**src/rtl/deser_pkg.sv**
```systemverilog
package deser_pkg;
  // strobe shaping phases
  typedef enum logic [1:0] {
    STB_IDLE = 2'd0,
    STB_WAIT = 2'd1,
    STB_LOW  = 2'd2
  } stb_state_e;
endpackage

```
**src/rtl/deser_sampler.sv**
```systemverilog
module deser_sampler (
  input  logic clk,
  input  logic rst,
  input  logic en,
  input  logic sclk_i,
  input  logic sdat_i,
  output logic rise_o,
  output logic bnd_o,
  output logic bit_o
);
  logic sclk_q, sclk_d, sdat_q, sdat_d;

  always_ff @(posedge clk) begin
    if (rst) begin
      sclk_q <= 1'b0;
      sclk_d <= 1'b0;
      sdat_q <= 1'b0;
      sdat_d <= 1'b0;
    end else begin
      sclk_q <= sclk_i;
      sclk_d <= sclk_q;
      sdat_q <= sdat_i;
      sdat_d <= sdat_q;
    end
  end

  // rising edge of the bit clock: take a bit
  assign rise_o = en & sclk_q & ~sclk_d;
  // data moved while the clock stayed high: boundary marker
  assign bnd_o  = en & sclk_q & sclk_d & (sdat_q ^ sdat_d);
  assign bit_o  = sdat_q;
endmodule

```
**src/rtl/deser_shifter.sv**
```systemverilog
module deser_shifter #(
  parameter int unsigned W = 24
) (
  input  logic         clk,
  input  logic         rst,
  input  logic         en,
  input  logic         rise_i,
  input  logic         bnd_i,
  input  logic         bit_i,
  output logic         load_o,
  output logic [W-1:0] pdata_o
);
  localparam int unsigned CW = $clog2(W + 2);
  localparam logic [CW-1:0] FULL    = CW'(W);
  localparam logic [CW-1:0] UNALIGN = CW'(W + 1);

  logic [CW-1:0] cnt;
  logic [W-1:0]  sh;

  // a boundary closes the word only if all payload bits arrived
  assign load_o = bnd_i & (cnt == FULL);

  always_ff @(posedge clk) begin
    if (rst) begin
      cnt <= UNALIGN;
      sh  <= '0;
    end else if (!en) begin
      cnt <= UNALIGN;
    end else if (bnd_i) begin
      cnt <= '0;
    end else if (rise_i && (cnt < FULL)) begin
      sh[cnt] <= bit_i;
      cnt     <= cnt + 1'b1;
    end
  end

  always_ff @(posedge clk) begin
    if (rst)         pdata_o <= '0;
    else if (load_o) pdata_o <= sh;
  end
endmodule

```
**src/rtl/deser_strobe.sv**
```systemverilog
module deser_strobe
  import deser_pkg::*;
#(
  parameter int unsigned DLY  = 6,
  parameter int unsigned LOWT = 13
) (
  input  logic clk,
  input  logic rst,
  input  logic en,
  input  logic rise_i,
  input  logic start_i,
  input  logic bnd_i,
  output logic strobe_o
);
  localparam int unsigned MAXT = (DLY > LOWT) ? DLY : LOWT;
  localparam int unsigned TW   = $clog2(MAXT + 1);
  localparam logic [TW-1:0] DLY_END = TW'(DLY - 1);
  localparam logic [TW-1:0] LOW_END = TW'(LOWT - 1);

  stb_state_e    st;
  logic [TW-1:0] t;

  always_ff @(posedge clk) begin
    if (rst || !en) begin
      st <= STB_IDLE;
      t  <= '0;
    end else if (start_i || (bnd_i && st != STB_IDLE)) begin
      st <= STB_WAIT;
      t  <= '0;
    end else if (rise_i) begin
      unique case (st)
        STB_WAIT: begin
          if (t == DLY_END) begin
            st <= STB_LOW;
            t  <= '0;
          end else begin
            t <= t + 1'b1;
          end
        end
        STB_LOW: begin
          if (t == LOW_END) begin
            st <= STB_IDLE;
            t  <= '0;
          end else begin
            t <= t + 1'b1;
          end
        end
        default: t <= '0;
      endcase
    end
  end

  assign strobe_o = (st != STB_LOW);
endmodule

```
**src/rtl/deser_embedded_rx.sv**
```systemverilog
module deser_embedded_rx #(
  parameter int unsigned W    = 24,
  parameter int unsigned DLY  = 6,
  parameter int unsigned LOWT = 13
) (
  input  logic         clk,
  input  logic         rst,
  input  logic         dir_i,
  input  logic         sclk_i,
  input  logic         sdat_i,
  output logic [W-1:0] pdata_o,
  output logic         pstrobe_o
);
  logic rx_en;
  logic s_rise, s_bnd, s_bit, s_load;

  assign rx_en = ~dir_i;

  deser_sampler u_samp (
    .clk(clk), .rst(rst), .en(rx_en), .sclk_i(sclk_i), .sdat_i(sdat_i),
    .rise_o(s_rise), .bnd_o(s_bnd), .bit_o(s_bit)
  );

  deser_shifter #(.W(W)) u_shift (
    .clk(clk), .rst(rst), .en(rx_en), .rise_i(s_rise), .bnd_i(s_bnd),
    .bit_i(s_bit), .load_o(s_load), .pdata_o(pdata_o)
  );

  deser_strobe #(.DLY(DLY), .LOWT(LOWT)) u_stb (
    .clk(clk), .rst(rst), .en(rx_en), .rise_i(s_rise), .start_i(s_load),
    .bnd_i(s_bnd), .strobe_o(pstrobe_o)
  );
endmodule

```
**config.mk**
```make
export PLATFORM = sky130hd
export DESIGN_NAME = deser_embedded_rx
export DESIGN_NICKNAME = d
export VERILOG_FILES = /design/src/rtl/deser_pkg.sv /design/src/rtl/deser_sampler.sv /design/src/rtl/deser_shifter.sv /design/src/rtl/deser_strobe.sv /design/src/rtl/deser_embedded_rx.sv
export SDC_FILE = /design/constraint.sdc
export NUM_CORES = 1
export LEC_CHECK = 0
export ABC_AREA = 1
export BUFFER_PORTS_ARGS = -buffer_cell sky130_fd_sc_hd__buf_2
export CAP_MARGIN = 25
export CORE_AREA = 2 2 119 86
export CTS_BUF_LIST = sky130_fd_sc_hd__clkbuf_8
export DETAILED_ROUTE_END_ITERATION = 8
export DIE_AREA = 0 0 121 88
export GPL_TIMING_DRIVEN = 0
export HOLD_SLACK_MARGIN = 0.1
export PLACE_DENSITY_LB_ADDON = 0.3
export SETUP_SLACK_MARGIN = 0.1
export SLEW_MARGIN = 20
export SYNTH_ARGS = -nofsm -noshare
export SYNTH_HDL_FRONTEND = slang
export SYNTH_SLANG_ARGS = --single-unit
```
**constraint.sdc**
```tcl
create_clock -name clk -period 1.7 [get_ports clk]
set_input_delay 0.34 -clock clk [delete_from_list [all_inputs] [get_ports clk]]
set_output_delay 0.34 -clock clk [all_outputs]
set_load 0.05 [all_outputs]
```
# Word-level counts from Yosys, hierarchy flattened
# Cells that the tools add are included.
# Widths: inputs -> output; s select.
# op_classes
n_addsub,2
order_cmp,3
eq_ne,10
mux,13
bitwise_logic,9
reduce_logical,16
# ops
cell,n
$bwmux 24,1
$mux 5,2
$mux 4,2
$pmux 4 s2,1
$reduce_and 4->1,2
$reduce_bool 2->1,4
$lt 5x6->1 const B,1
$ne 3x1->1 const B,2
$add 5x1->5 const B,1
$and 1x1->1,5
$demux 1 s5,1
$eq 5x5->1 const B,1
$ge 5x1->1 const B,1
$lt 5x5->1 const B,1
$add 4x1->4 const B,1
$eq 4x3->1 const B,1
$eq 4x4->1 const B,1
$mux 2,2
$ne 2x1->1 const B,2
$pmux 2 s2,1
$reduce_or 2->1,2
$logic_and 1x1->1,3
$mux 1,3
$not 1->1,3
8 further kinds,9
# totals
ff_bits,63
input_bits,5
output_inout_bits,25

# Logic depth before layout (Yosys ltp)
# depth
ltp_word,8
ltp_mapped,11

# Hierarchy
# A second synthesis with hierarchy kept.
# unflattened
hier_cells,379
hier_area_um2,2775.2
# modules_own_cells
module,n_inst,cells_each,area_each_um2,seq_area_each_um2
deser_shifter,1,299,2210.9,1061.0
deser_strobe,1,59,416.6,120.1
deser_sampler,1,20,143.9,80.1
deser_embedded_rx,1,1,3.8,0.0

# Worst setup path before layout
# OpenSTA, ideal clock, no wires.
# synth_timing
path_kind,reg2reg
from,register u_shift.cnt[0]
to,register u_shift.pdata_o[18]
t_arrival_ns,1.474
required_time_ns,1.629
slack_ns,0.155
stages_incl_launch_ff,11
n_path_buf,1
synth_period_minus_slack_ns,1.545
cell_sequence,dfxtp_1 inv_1 ha_1 inv_1 nor2_1 nand2_1 clkinv_2 nand2_2 buf_2 nand2_1 a21oi_1
# synth_between
elab_chain_len,2
# synth_lines
element,line_no,rtl
from (decl),deser_shifter.sv:17,logic [CW-1:0] cnt;
from (signal assigned),deser_shifter.sv:33,cnt <= cnt + 1'b1;
$eq 5x5->1,deser_shifter.sv:21,assign load_o = bnd_i & (cnt == FULL);
$and 1x1->1,deser_shifter.sv:21,
to (signal assigned),deser_shifter.sv:39,else if (load_o) pdata_o <= sh;
to (decl),deser_shifter.sv:11,output logic [W-1:0] pdata_o
# No other way between the ends.
# A chain may end at the register's enable or synchronous reset.

# Worst setup path after layout
# layout_timing
from,register u_stb.st[0]
to,output pstrobe_o
# layout_between
elab_chain_len,1
# layout_lines
element,line_no,rtl
from (decl),deser_strobe.sv:20,stb_state_e st;
from (signal assigned),deser_strobe.sv:25,st <= STB_IDLE;
from (signal assigned),deser_strobe.sv:28,st <= STB_WAIT;
from (signal assigned),deser_strobe.sv:34,st <= STB_LOW;
$ne 2x2->1,deser_strobe.sv:53,assign strobe_o = (st != STB_LOW);
to (decl),deser_embedded_rx.sv:12,output logic pstrobe_o
# No other way between the ends.

==> results by group <==
Synth
  • Share of synthesized registers carrying an async set or reset: 0%
  • Post-synth top area share: 44.92%
  • Sequential share of the synthesized area: 44.92%
  • Post-synth EDFFs: 0
  • Count of different cell masters after synthesis: 25
  • Compound-Gate Fraction of Synth Area: 8.512%
  • Main combinational cell family by area after synthesis: simple AND/OR/NAND/NOR gates
  • Top_reg_cell synth: dfxtp_1
  • Multiplexer area fraction after synthesis: 0%
  • Yosys Warn Count: 0
  • Mapped Cells: 388
  • Post-Syn Nets: 403
  • Synth Area in XOR/XNOR: 0.6239%
  • Post-Synth Simple-Gate Area: 33.87%
  • Top area cells in the synthesized netlist: dfxtp_1, nand2_1, nor2_1
  • Adder-cell share of the synthesized area: 4.456%
  • Post-synth design cell area: 0.002808 mm2
  • Syn Area/Cell: 7.236 um2
  • Synthesis-stage register bit count: 63
  • Synth area leader: dfxtp_1

Clock network
  • Deepest clock path buffer count: 2
  • Root Driver: clkbuf_8
  • # H-tree levels: 3
  • Clock Sinks: 63
  • Num CTS Buffers: 9
  • CTS tree: built
  • Clock Pin Slew Worst Setup and Hold Paths: 0.06 ns
  • Hold buffers post-CTS: 0
  • Clock Latency Late Sink: 0.35 ns

Pwr
  • P_int: 2.090 mW
  • Flop pwr share: 54.8%
  • P_leak: 1.387 nW
  • Comb power frac: 3.0%
  • Worst VDD drop: 0.3923 mV
  • Clock share of power: 42.2%
  • P per Cell Area: 789.7 mW/mm2
  • Final Power: 2.704 mW
  • Switching power: 614.7 uW
  • Sw Ratio: 22.73%

Worst setup path
  • Worst R2R Start: u_shift.cnt[1]
  • Worst R2R End: u_shift.pdata_o[21]
  • Type of origin of the critical path: flop
  • R2R depth: 10
  • WS Path Type: reg -> out
  • Reg2reg setup slack: 0.20 ns
  • Worst setup EP type: primary output
  • Critical Path AT: 1.17 ns
  • Crit path max fanout: 3
  • Worst Path Required: 1.36 ns

GRT
  • Initial antenna violation count: 0
  • GRT Residual Overflow: 0
  • First-pass GRT wire length: 11.34 mm
  • Number of global-route vias before repair: 2293
  • Gr usage total: 13.66%
  • Pin count of the biggest net entering global routing: 11

Floorplan
  • Row count: 30
  • Core box area: 0.009497 mm2
  • Die area: 0.01065 mm2
  • Die width: 121 um
  • Boundary Pins: 30
  • Chip height: 88 um
  • Initial core utilization: 29.57%

STA
  • Fmax: 0.6609 GHz
  • Clock Skew: 0.006539 ns
  • Slew Limit Fails: 0
  • Measured slew at the worst slew-check pin: 0.5705 ns
  • Headroom to the max-slew limit: 61.96%
  • Final min period: 1.513 ns
  • # setup viols final: 0
  • Fin crit share: 89.00%
  • Hold Violations, Final: 0
  • Fin worst setup slack: 0.1870 ns
  • RSZ-0062 raised after global routing: false
  • Setup TNS: 0 ns

Cells and area
  • Antenna diode count: 0
  • Layout cells sized above 1: 19.95%
  • Fillers: 1054
  • Nets: 446
  • Area Overhead vs Synth: 21.97%

Routing
  • DR vias/cell: 4.505
  • Residual DRC: 0
  • Vias after detailed routing: 2541
  • Post-Route WL: 6.745 mm
  • Wire per inst: 11.96 um
  • Drt first-iter violations: 165
  • Post-route ant nets: 0
  • First drt pass iteration count: 4

Run status
  • Run status: finished clean

Placement
  • DP HPWL: 4.904 mm
  • Routability Congestion: 0.8728
  • Setup slack at placement: -0.2582 ns
  • Buffers on Ports: 29

Worst hold path
  • Worst Hold Class: in -> reg
  • Worst Hold Path EP: u_samp.bit_o
  • Hold depth: 3
  • Hold Path Origin: sdat_i

Flow run
  • Max-cap violations: 0
[what timing repair did]
action / in CTS / in global routing
setup buffers: 0 / 3
gates resized for setup: 12 / 25
pin swaps: 0 / 2
setup endpoints to repair: 29 / 45
[cells by family (layout without fill, tap and decap cells)]
group                    after synthesis  after routing
AND/OR/NAND/NOR                      218            218
buffers and inverters                 50             98
AO/OA/AOI/OAI                         45             45
flip-flops                            63             63
adder cells (fa/ha/maj)               10             10
XOR/XNOR                               2              2
[cell type report]
type                            count  area [um2]  area share [%]
Sequential cell                    63        1272           37.16
Buffer                             20       128.9           3.763
Clock buffer                       11       151.4           4.421
Inverter                           30       117.6           3.434
Multi-Input combinational cell    275        1396           40.77
Tap cell                          128       160.2           4.677
Clock inverter                      5       23.77          0.6942
Timing Repair Buffer               32       173.9           5.079
[per-layer routing]
metal	share of wire (%)	wire length, um	GRT usage (%)	up-vias
li1	-	-	-	1362
met1	53	3596	19.71	1129
met2	40	2717	18.79	46
met3	5.5	374	5.013	4
met4	0.85	57	4.123	0
met5	0	0	0	-
[metrics by stage]
stage          hold slack [ns]  utilization, %  instance area [um2]  cells
3_3_place_gp            0.4458           32.78                 3113    545
4_1_cts                 0.1761           35.06                 3329    561
6_report                0.1965           36.06                 3425    564
3_5_place_dp            0.4504           32.78                 3113    545
5_1_grt                 0.1826           36.06                 3425    564
2_1_floorplan           0.4376               -                 2808    388
[power by group through the flow]
| stage | Sequential, mW | Combinational [mW] | Clock (mW) |
|---|---|---|---|
| final | 1.48 | 0.0812 | 1.14 |
| after global routing | 1.48 | 0.0925 | 1.26 |
| after CTS | 1.48 | 0.0793 | 1.19 |
| after detailed placement | 1.52 | 0.0789 | 0 |
| after global placement | 1.52 | 0.0784 | 0 |
| after floorplan | 1.52 | 0.0532 | 0 |
[flip-flops by register name, indices dropped and copies added, names as in the netlist]
name,count
u_shift.pdata_o,24
u_shift.sh,24
u_shift.cnt,5
u_stb.t,4
u_stb.st,2
u_samp.bit_o,1
u_samp.sclk_d,1
u_samp.sclk_q,1
u_samp.sdat_d,1
[worst max-delay path, cell delays in order, from the launching register on]
cell     delay (ns)
dfxtp_2        0.34
inv_1          0.06
ha_1           0.22
inv_2          0.07
buf_6          0.15
[synth_stat cells, types with 3 or more instances]
cell type and number:
nor2_1 64, nand3_1 37, nand2_1 90, a31oi_1 9, inv_1 23, nand4_1 18, buf_2 5, a21oi_1 32
dfxtp_1 63, ha_1 10, buf_1 3, buf_4 5, clkbuf_1 7, inv_2 6
[cells in the final DEF (no fill, tap or decap), types with 2 or more instances in the layout]
master / count
nand2_1: 89
nor2_1: 62
dfxtp_1: 58
nand3_1: 37
buf_2: 30
a21oi_1: 30
inv_1: 22
nand4_1: 18
clkbuf_8: 11
a31oi_1: 9
ha_1: 9
inv_2: 8
buf_4: 6
clkbuf_1: 5
buf_6: 4
clkinv_2: 4
buf_1: 3
nor3_4: 3
dfxtp_2: 3
nor2_2: 2
nand2_2: 2
a21oi_2: 2
o21ai_0: 2
xor2_1: 2
clkbuf_2: 2
dfxtp_4: 2
[worst max path at each step]
stage / startpoint / to / slack, ns / cells past startpoint
floorplan: u_shift.cnt[0] / u_shift.pdata_o[18] / 0.16 / 10
global placement: u_shift.cnt[0] / u_shift.pdata_o[20] / -0.19 / 10
detailed placement: u_shift.cnt[0] / u_shift.pdata_o[17] / -0.26 / 10
CTS: u_stb.st[0] / pstrobe_o / 0.11 / 4
global route: u_shift.cnt[1] / u_shift.pdata_o[18] / 0.09 / 10
finish: u_stb.st[0] / pstrobe_o / 0.19 / 4
(Power assumes the default switching activity.)
